===== src/rtl/ts_pkg.sv =====
package ts_pkg;

    // Header width; the top bit is the event flag.
    localparam int TS_W = 64;
    localparam int IDX_W = TS_W - 1;

    // Default synchroniser depth for the trigger pin.
    localparam int SYNC_DEF = 2;

    typedef logic [IDX_W-1:0] idx_t;

    typedef struct packed {
        logic flag;
        idx_t idx;
    } hdr_t;

    typedef enum logic {
        MODE_DUAL   = 1'b0,
        MODE_SINGLE = 1'b1
    } mode_e;

    // Reported form of a full sample index: even-rounded in single mode.
    function automatic idx_t to_report(input idx_t full, input mode_e mode);
        idx_t r;
        r = full;
        if (mode == MODE_SINGLE) begin
            r[0] = 1'b0;
        end
        return r;
    endfunction

endpackage


===== src/rtl/ts_sample_counter.sv =====
module ts_sample_counter
    import ts_pkg::*;
(
    input  logic  clk,
    input  logic  rst,
    input  logic  iq_valid,
    input  mode_e mode,
    output idx_t  full_idx
);

    // Coarse counter: per pair of samples in single mode, per sample in dual.
    idx_t cnt_q;
    logic sub_q;

    always_ff @(posedge clk) begin
        if (rst) begin
            cnt_q <= '0;
            sub_q <= 1'b0;
        end else if (iq_valid) begin
            if (mode == MODE_SINGLE) begin
                sub_q <= ~sub_q;
                if (sub_q) begin
                    cnt_q <= cnt_q + idx_t'(1);
                end
            end else begin
                cnt_q <= cnt_q + idx_t'(1);
                sub_q <= 1'b0;
            end
        end
    end

    // Full index: coarse count shifted up with the sub-count below it.
    assign full_idx = (mode == MODE_SINGLE) ? {cnt_q[IDX_W-2:0], sub_q} : cnt_q;

endmodule


===== src/rtl/ts_trig_sync.sv =====
module ts_trig_sync
    import ts_pkg::*;
#(
    parameter int STAGES = SYNC_DEF
) (
    input  logic clk,
    input  logic rst,
    input  logic trig_raw,
    input  idx_t cur_idx,
    output logic rise,
    output idx_t evt_idx
);

    logic [STAGES-1:0] sync_q;
    logic              last_q;
    idx_t              tag_q [STAGES];

    always_ff @(posedge clk) begin
        if (rst) begin
            sync_q <= '0;
            last_q <= 1'b0;
        end else begin
            sync_q <= {sync_q[STAGES-2:0], trig_raw};
            last_q <= sync_q[STAGES-1];
        end
    end

    // Index tags travel beside the synchroniser so the captured value is
    // the one current when the pin was first sampled high.
    for (genvar g = 0; g < STAGES; g++) begin : g_tag
        if (g == 0) begin : g_first
            always_ff @(posedge clk) begin
                if (rst) tag_q[0] <= '0;
                else     tag_q[0] <= cur_idx;
            end
        end else begin : g_next
            always_ff @(posedge clk) begin
                if (rst) tag_q[g] <= '0;
                else     tag_q[g] <= tag_q[g-1];
            end
        end
    end

    assign rise    = sync_q[STAGES-1] & ~last_q;
    assign evt_idx = tag_q[STAGES-1];

endmodule


===== src/rtl/ts_header_builder.sv =====
module ts_header_builder
    import ts_pkg::*;
(
    input  logic  clk,
    input  logic  rst,
    input  logic  pkt_fire,
    input  mode_e mode,
    input  idx_t  cur_idx,
    input  logic  rise,
    input  idx_t  evt_idx,
    output hdr_t  hdr,
    output logic  parity,
    output logic  pending
);

    hdr_t hdr_q;
    idx_t evt_q;
    logic pend_q;
    logic par_q;

    always_ff @(posedge clk) begin
        if (rst) begin
            hdr_q  <= '0;
            evt_q  <= '0;
            pend_q <= 1'b0;
            par_q  <= 1'b0;
        end else begin
            if (pkt_fire) begin
                if (pend_q) begin
                    hdr_q <= '{flag: 1'b1, idx: to_report(evt_q, mode)};
                end else begin
                    hdr_q <= '{flag: 1'b0, idx: to_report(cur_idx, mode)};
                end
            end
            if (rise) begin
                evt_q  <= evt_idx;
                pend_q <= 1'b1;
                par_q  <= (mode == MODE_SINGLE) & evt_idx[0];
            end else if (pkt_fire) begin
                pend_q <= 1'b0;
            end
        end
    end

    assign hdr     = hdr_q;
    assign parity  = par_q;
    assign pending = pend_q;

endmodule


===== src/rtl/trig_stamp_counter.sv =====
module trig_stamp_counter
    import ts_pkg::*;
#(
    parameter int SYNC_STAGES = SYNC_DEF
) (
    input  logic            clk,
    input  logic            rst,
    input  logic            iq_valid,
    input  logic            single_ch,
    input  logic            trig_raw,
    input  logic            pkt_start,
    output logic [TS_W-1:0] hdr_ts,
    output logic            parity
);

    mode_e mode;
    idx_t  cur_idx;
    idx_t  evt_idx;
    logic  rise;
    logic  pend_w;
    logic  pkt_fire;
    hdr_t  hdr_w;

    assign mode     = single_ch ? MODE_SINGLE : MODE_DUAL;
    assign pkt_fire = pkt_start & iq_valid;

    ts_sample_counter u_cnt (
        .clk      (clk),
        .rst      (rst),
        .iq_valid (iq_valid),
        .mode     (mode),
        .full_idx (cur_idx)
    );

    ts_trig_sync #(.STAGES(SYNC_STAGES)) u_sync (
        .clk      (clk),
        .rst      (rst),
        .trig_raw (trig_raw),
        .cur_idx  (cur_idx),
        .rise     (rise),
        .evt_idx  (evt_idx)
    );

    ts_header_builder u_hdr (
        .clk      (clk),
        .rst      (rst),
        .pkt_fire (pkt_fire),
        .mode     (mode),
        .cur_idx  (cur_idx),
        .rise     (rise),
        .evt_idx  (evt_idx),
        .hdr      (hdr_w),
        .parity   (parity),
        .pending  (pend_w)
    );

    assign hdr_ts = hdr_w;

endmodule


===== config.mk =====
export PLATFORM = sky130hd
export DESIGN_NAME = trig_stamp_counter
export DESIGN_NICKNAME = d
export VERILOG_FILES = /design/src/rtl/ts_pkg.sv /design/src/rtl/ts_sample_counter.sv /design/src/rtl/ts_trig_sync.sv /design/src/rtl/ts_header_builder.sv /design/src/rtl/trig_stamp_counter.sv
export SDC_FILE = /design/constraint.sdc
export NUM_CORES = 1
export LEC_CHECK = 0
export BUFFER_PORTS_ARGS = -buffer_cell sky130_fd_sc_hd__buf_2
export CAP_MARGIN = 15
export CORE_MARGIN = 4
export CORE_UTILIZATION = 40
export DETAILED_ROUTE_END_ITERATION = 10
export PLACE_DENSITY_LB_ADDON = 0.3
export SETUP_SLACK_MARGIN = 0.15
export SYNTH_ARGS = -nofsm -noshare
export SYNTH_HDL_FRONTEND = slang
export SYNTH_SLANG_ARGS = --single-unit

===== constraint.sdc =====
create_clock -name clk -period 3.4 [get_ports clk]
set_clock_uncertainty 0.1 [all_clocks]
set_input_delay 0.51 -clock clk [delete_from_list [all_inputs] [get_ports clk]]
set_output_delay 0.51 -clock clk [all_outputs]
set_load 0.02 [all_outputs]

==> run metrics, run 1 <==
status=finished, final reports clean; Leakage Power=0.00502 uW; CP max FO=27; first-pass GRT wire length=43900 um; overall power=7870 uW; crit-path cells=nand4_4, or4_4, or4_4, or4_1, a21oi_1; Initial Util=40.8%; Post-synth EDFFs=0; cell at the slowest stage of the critical path=or4_4; diode count=0; Rows=63; CP Class=flop to flop; Mapped Area=12200 um^2; via count=9361; Nets=1463; HP Class=input pin to flop; # hold bufs at CTS=0; Seq pwr share=48.2%; Tcrit/Tclk final=79.2%; Clock Power Share=49.4%; largest net degree at the start of global routing=101; Internal Dissipation=6200 uW; Post-Place Cells=1808; Die H=183 um; Post-Layout Cell Count=1872; Crit path top cell by count=or4_4; Num CTS Buffers=36; CP Launch Type=flop; Clock Tree Root=clkbuf_16; PortBufs=70; most frequent cells in the layout=nand2_1 (339), dfxtp_1 (321), a21oi_1 (163); critical path endpoint category=flop; post-cts sizing count=0; global placer's final weighted congestion=0.826; CP arrival=3.03 ns; die width=183 um; CTS tree=built; Synth top area share=52.9%; placed cell areas=12800 um^2; Max-slew headroom=30.4%; Layout Cell Area excl Fill=14000 um^2; vias in the first global route=8817; Slew @ Worst Pin=1.04 ns; initial antenna violation count=0; Crit path buffers/inverters=0; Mean Syn Cell Area=8.45 um^2; RSZ-0062 raised after global routing=no; Fmax=0.371 GHz; Final ANT Viol Nets=0; number of unique standard cell types used by synthesis=37; Core Area=29900 um^2; crit path from=u_cnt.cnt_q[13]; Post-synth top flop=dfxtp_1; Setup Buffers After CTS=0; Setup Viol. Count Final=0; final slew viol count=0; max cap viols=0; final hold vios=0; DP HPWL=15900 um; Tot GR Track Use=15.4%; Synth area leaders=dfxtp_1 (53%), nand2_1 (10%), a21oi_1 (6.7%), mux2i_1 (5.3%), nor2b_1 (3.6%); DR pass1 iterations=4; commonest non-fill, non-tap cell in the layout=nand2_1; Post-Syn Instances=1442; CTS max path bufs=3; leading area contributor after synthesis=dfxtp_1; min-delay src=trig_raw; asr flop ratio synth=0%; Worst-path clk slew=0.06 ns; Tmin final=2.69 ns; synthesis warning total=0; clock sink count=322; Comb pwr share=2.4%; GRT overflow=0; H-tree levels=2; Cell Pwr Density=562 nW/um^2; post-DR wirelength/cell=13.7 um; synthesis-stage register bit count=322; Switching Share=21.3%; Ports=71; final wirelength=25700 um; sw power=1670 uW; die footprint=33300 um^2; TNS Setup=0 ns; WP data required=3.74 ns; DRT iter0 DRCs=586; Syn Nets=1449; sequential-to-total area share from yosys stat=52.9%; VDD IR max=0.000321 V; CP peak stage delay=0.59 ns; ratio of cells with drive above 1 in the final layout=10.9%; # fillers=2893; drt drc=0; FF-to-FF Start=u_cnt.cnt_q[13]; vias per cell=5.00; Syn-to-layout area delta=14.9%; CP top delay family=simple AND/OR/NAND/NOR gates; clock latency on the worst-skew pair=0.52 ns
-- worst register-to-register path: stages, from the launching register on --
cell and delay (ns):
dfxtp_1 0.50, nand4_4 0.18, or4_4 0.59, or4_4 0.58
or4_1 0.52, a21oi_1 0.15
-- stage by stage --
| step | hold WS, ns | setup WS (ns) | utilization [%] |
|---|---|---|---|
| finish | 0.103 | 0.706 | 46.9 |
| global route | 0.0859 | 0.568 | 46.9 |
| CTS | 0.0861 | 0.711 | 46.9 |
| detailed placement | 0.322 | 0.697 | 42.8 |
| global placement | 0.315 | 0.703 | 42.8 |
| floorplan | 0.314 | 0.859 | - |
-- layer usage --
metal / global-route usage (%) / vias up / wire, um
met5: 0 / - / 0
met2: 24.6 / 132 / 11600
met4: 3.87 / 0 / 427
met3: 2.65 / 33 / 867
met1: 21.6 / 4348 / 12800
li1: - / 4848 / -
-- cells in the mapped netlist (11+ instances only) --
cell type  count
nor2_1       102
xnor2_1       18
or4_1         13
nand2_1      340
or3_1         16
nand4_1       18
nand3_1       24
a21oi_1      163
o21ai_0       67
buf_1         22
nor2b_1       70
nor4_1        13
mux2i_1       64
o31ai_1       12
nor3_1        13
clkbuf_1      80
inv_1         11
dfxtp_1      322
-- power by group through the flow --
stage,combinational (uW),sequential [uW],clock [uW]
floorplan,150,3870,0
finish,192,3800,3890
detailed placement,195,3880,0
global route,211,3800,4140
global placement,195,3880,0
CTS,195,3800,3980
-- state kept, by name (all words and copies together) (netlist names) --
register       flops
u_cnt.cnt_q       63
u_hdr.parity       1
u_sync.last_q      1
u_sync.tag_q     126
u_hdr.hdr         64
u_sync.sync_q      2
u_hdr.pending      1
u_cnt.sub_q        1
u_hdr.evt_q       63
-- final timing paths --
| path | end | slack [ns] | cells past startpoint |
|---|---|---|---|
| setup / recovery | u_cnt.cnt_q[40] | 0.71 | 5 |
| hold / removal | u_sync.sync_q[0] | 0.10 | 2 |
| setup reg to reg | u_cnt.cnt_q[40] | 0.71 | 5 |
| hold reg to reg | u_hdr.evt_q[26] | 0.33 | 2 |
-- cells by family (layout without fill, tap and decap cells) --
logic type	count (synthesis)	in the layout	synth area share [%]
adders and majority gates	1	1	0.103
AOI/OAI and AO/OA	258	258	11.2
DFF	322	322	52.9
muxes	67	67	5.53
buffers and inverters	121	161	3.90
xor gates and xnor gates	27	27	1.94
and+or+nand+nor	646	646	24.4
-- final cells by class --
class                   instances  area (um^2)  share of cell area, %
clock buffers                  52         1080                   7.73
clock inverters                12          128                  0.911
inverters                      12         45.0                  0.322
multi-input cells             999         5280                   37.7
flip-flops and latches        322         6450                   46.1
well taps                     390          488                   3.48
repair buffers                 85          526                   3.75
Power figures use the tool's default switching activity.
==> run 2, diff against run 1 <==
--- a/config.mk
+++ b/config.mk
@@ -5,6 +5,7 @@
 export SDC_FILE = /design/constraint.sdc
 export NUM_CORES = 1
 export LEC_CHECK = 0
+export ABC_AREA = 1
 export BUFFER_PORTS_ARGS = -buffer_cell sky130_fd_sc_hd__buf_2
 export CAP_MARGIN = 15
 export CORE_MARGIN = 4
==> constraint.sdc (replaced) <==
create_clock -name clk -period 2.6 [get_ports clk]
set_clock_uncertainty 0.1 [all_clocks]
set_input_delay 0.39 -clock clk [delete_from_list [all_inputs] [get_ports clk]]
set_output_delay 0.39 -clock clk [all_outputs]
set_load 0.02 [all_outputs]
==> run metrics, run 2 <==
VDD IR max=0.000387 V (+20%); Ports=71 (unchanged); Cell Pwr Density=749 nW/um^2 (+33%); Post-synth top flop=dfxtp_1; Switching Share=22.8% (+1.5 points); sequential-to-total area share from yosys stat=50.5% (-2.4 points); Core Area=31600 um^2 (+5.6%); Post-Syn Instances=1749 (+21%); Worst-path clk slew=0.06 ns (about the same); DP HPWL=20900 um (+31%); sw power=2510 uW (+50%); post-DR wirelength/cell=14.3 um (+4.6%); first-pass GRT wire length=53600 um (+22%); Fmax=0.475 GHz (+28%); Clock Tree Root=clkbuf_16; CTS tree=built; Biggest register=u_sync.tag_q; Tot GR Track Use=18.1% (+2.8 points); Num CTS Buffers=36 (unchanged); Crit path top cell by count=nand2_1; PortBufs=70 (unchanged); via count=10899 (+16%); Synth top area share=50.5% (-2.4 points); max cap viols=0 (unchanged); Post-Place Cells=2152 (+19%); diode count=0 (unchanged); Layout Cell Area excl Fill=14700 um^2 (+5.3%); most instantiated cells after synthesis=nor2_1 (457), dfxtp_1 (322), nand2_1 (223); commonest non-fill, non-tap cell in the layout=nor2_1; status=finished, final reports clean; synthesis warning total=0 (unchanged); H-tree levels=2 (unchanged); die footprint=34900 um^2 (+4.6%); die width=187 um (+2.3%); synthesis-stage register bit count=322 (unchanged); number of unique standard cell types used by synthesis=35 (-5.4%); cell at the slowest stage of the critical path=dfxtp_1; CP arrival=2.45 ns (-0.58 ns); DRT iter0 DRCs=648 (+11%); Post-synth EDFFs=0 (unchanged); initial antenna violation count=1 (+1); post-cts sizing count=0 (unchanged); clock sink count=322 (unchanged); CTS max path bufs=3 (unchanged); GRT overflow=0 (unchanged); Tcrit/Tclk final=80.9% (+1.7 points); Seq pwr share=47.0% (-1.2 points); DR pass1 iterations=5 (+1); vias per cell=4.92 (-1.6%); Setup Viol. Count Final=0 (unchanged); Slew @ Worst Pin=0.808 ns (-0.236 ns); Leakage Power=0.00611 uW (+22%); leading area contributor after synthesis=dfxtp_1; Nets=1796 (+23%); asr flop ratio synth=0% (unchanged); Rows=65 (+3.2%); final wirelength=31800 um (+24%); RSZ-0062 raised after global routing=no; Max-slew headroom=46.1% (+16 points); max FFs per register=126 (unchanged); count leader, synth=nor2_1; Internal Dissipation=8520 uW (+37%); WP data required=2.95 ns (-0.79 ns); CP peak stage delay=0.40 ns (-0.19 ns); CP max FO=5 (-81%); drt drc=0 (unchanged); clock latency on the worst-skew pair=0.50 ns (-0.02 ns); Mean Syn Cell Area=7.30 um^2 (-14%); Syn-to-layout area delta=15.4%; most frequent cells in the layout=nor2_1 (456), dfxtp_1 (321), nand2_1 (222); Crit path buffers/inverters=1 (+1); critical path endpoint category=flop; Tmin final=2.10 ns (-0.589 ns); Post-Layout Cell Count=2216 (+18%); vias in the first global route=10465 (+19%); largest net degree at the start of global routing=148 (+47%); Synth area leaders=dfxtp_1 (50%), nor2_1 (13%), o21ai_0 (8.1%), nand2_1 (6.6%), inv_1 (4.8%); Clock Power Share=46.7% (-2.7 points); CP Class=flop to flop; HP Class=input pin to flop; ratio of cells with drive above 1 in the final layout=9.59% (-1.3 points); Mapped Area=12800 um^2 (+4.8%); final hold vios=0 (unchanged); Initial Util=40.5% (-0.30 points); CP Launch Type=flop; CP top delay family=simple AND/OR/NAND/NOR gates; Final ANT Viol Nets=0 (unchanged); Syn Nets=1756 (+21%); Die H=187 um (+2.3%); Comb pwr share=6.3% (+3.9 points); TNS Setup=0 ns (unchanged); placed cell areas=13500 um^2 (+5.7%); crit-path cells=ha_1, inv_1, nor2_1, nand2_1, nand3b_1, nor2_1, nand2_1, nand2_1, nand2_1, nor2_1; global placer's final weighted congestion=0.907 (+9.9%); final slew viol count=0 (unchanged)
-- run 2: cell types whose count changed in the layout (fill, tap and decap cells not counted), moves of 12 or more --
| cell | before | now |
|---|---|---|
| xnor2_1 | 18 | 0 |
| nand3_1 | 24 | 42 |
| o21a_1 | 0 | 63 |
| o21ai_0 | 67 | 206 |
| nor2_1 | 102 | 456 |
| nor4_1 | 13 | 1 |
| a21oi_1 | 163 | 99 |
| nand2_1 | 339 | 222 |
| or4_1 | 13 | 0 |
| or3_1 | 16 | 0 |
| inv_1 | 11 | 161 |
| o31ai_1 | 12 | 0 |
| nor2b_1 | 69 | 0 |
| mux2i_1 | 64 | 6 |
-- run 2: cells by family (layout without fill, tap and decap cells) --
group           Yosys count  count (layout)  synth area share, %
compound gates          376             376                 16.1
buf+inv                 255             320                 7.67
xor+xnor                  2               2                0.137
mux                       6               6                0.470
simple gates            787             787                 25.0
flops                   322             322                 50.5
fa+ha+maj                 1               1               0.0979
-- run 2: worst reg2reg max path, stage by stage (launching register included) --
cell and delay (ns):
dfxtp_1 0.40, ha_1 0.24, inv_1 0.07, nor2_1 0.19, nand2_1 0.17, nand3b_1 0.24
nor2_1 0.28, nand2_1 0.15, nand2_1 0.08, nand2_1 0.05, nor2_1 0.08
-- run 2: layout make-up --
cell class	instances	area [um^2]
Clock inverter	11	163
Sequential cell	322	6450
Fill cell	3180	16800
Inverter	164	618
Timing Repair Buffer	93	603
Tap cell	402	503
Clock buffer	52	1040
Multi-Input combinational cell	1172	5360
-- run 2: repair_timing --
| item | 4_1_cts | 5_1_grt |
|---|---|---|
| hold endpoints to repair | 1 | 0 |
| setup buffers | 0 | 0 |
| hold buffers | 1 | 0 |
-- run 2: routing by layer --
metal | vias to the layer above | part of all wire (%) | GRT usage, %
met5 | - | 0 | 0
met4 | 0 | 1.5 | 4.18
met3 | 31 | 4.0 | 2.66
met2 | 209 | 44 | 29.0
met1 | 5015 | 50 | 26.0
li1 | 5644 | - | -
-- run 2: path summary, 6_finish.rpt --
path | slack, ns | cells after the start | endpoint | start
setup / recovery | 0.50 | 10 | u_cnt.cnt_q[42] | u_cnt.cnt_q[1]
hold reg to reg | 0.30 | 2 | u_sync.tag_q[1][20] | u_sync.tag_q[0][20]
hold / removal | 0.13 | 4 | u_hdr.evt_q[59] | rst
setup reg to reg | 0.50 | 10 | u_cnt.cnt_q[42] | u_cnt.cnt_q[1]
-- run 2: per-stage QoR --
| step | total power [uW] | worst slack [ns] | util (%) | hold WS, ns |
|---|---|---|---|---|
| 2_1_floorplan | 5780 | 0.926 | - | 0.288 |
| 3_3_place_gp | 5980 | 0.534 | 42.9 | 0.289 |
| 3_5_place_dp | 5990 | 0.507 | 42.9 | 0.292 |
| 4_1_cts | 11200 | 0.523 | 46.7 | 0.113 |
| 5_1_grt | 11500 | 0.299 | 46.7 | 0.123 |
| 6_report | 11000 | 0.496 | 46.7 | 0.127 |
-- run 2: power by group through the flow --
stage          registers, uW  clock network (uW)  logic, uW
4_1_cts                 5190                5270        704
6_report                5190                5160        692
5_1_grt                 5200                5490        789
3_3_place_gp            5290                   0        689
3_5_place_dp            5290                   0        698
2_1_floorplan           5360                   0        419
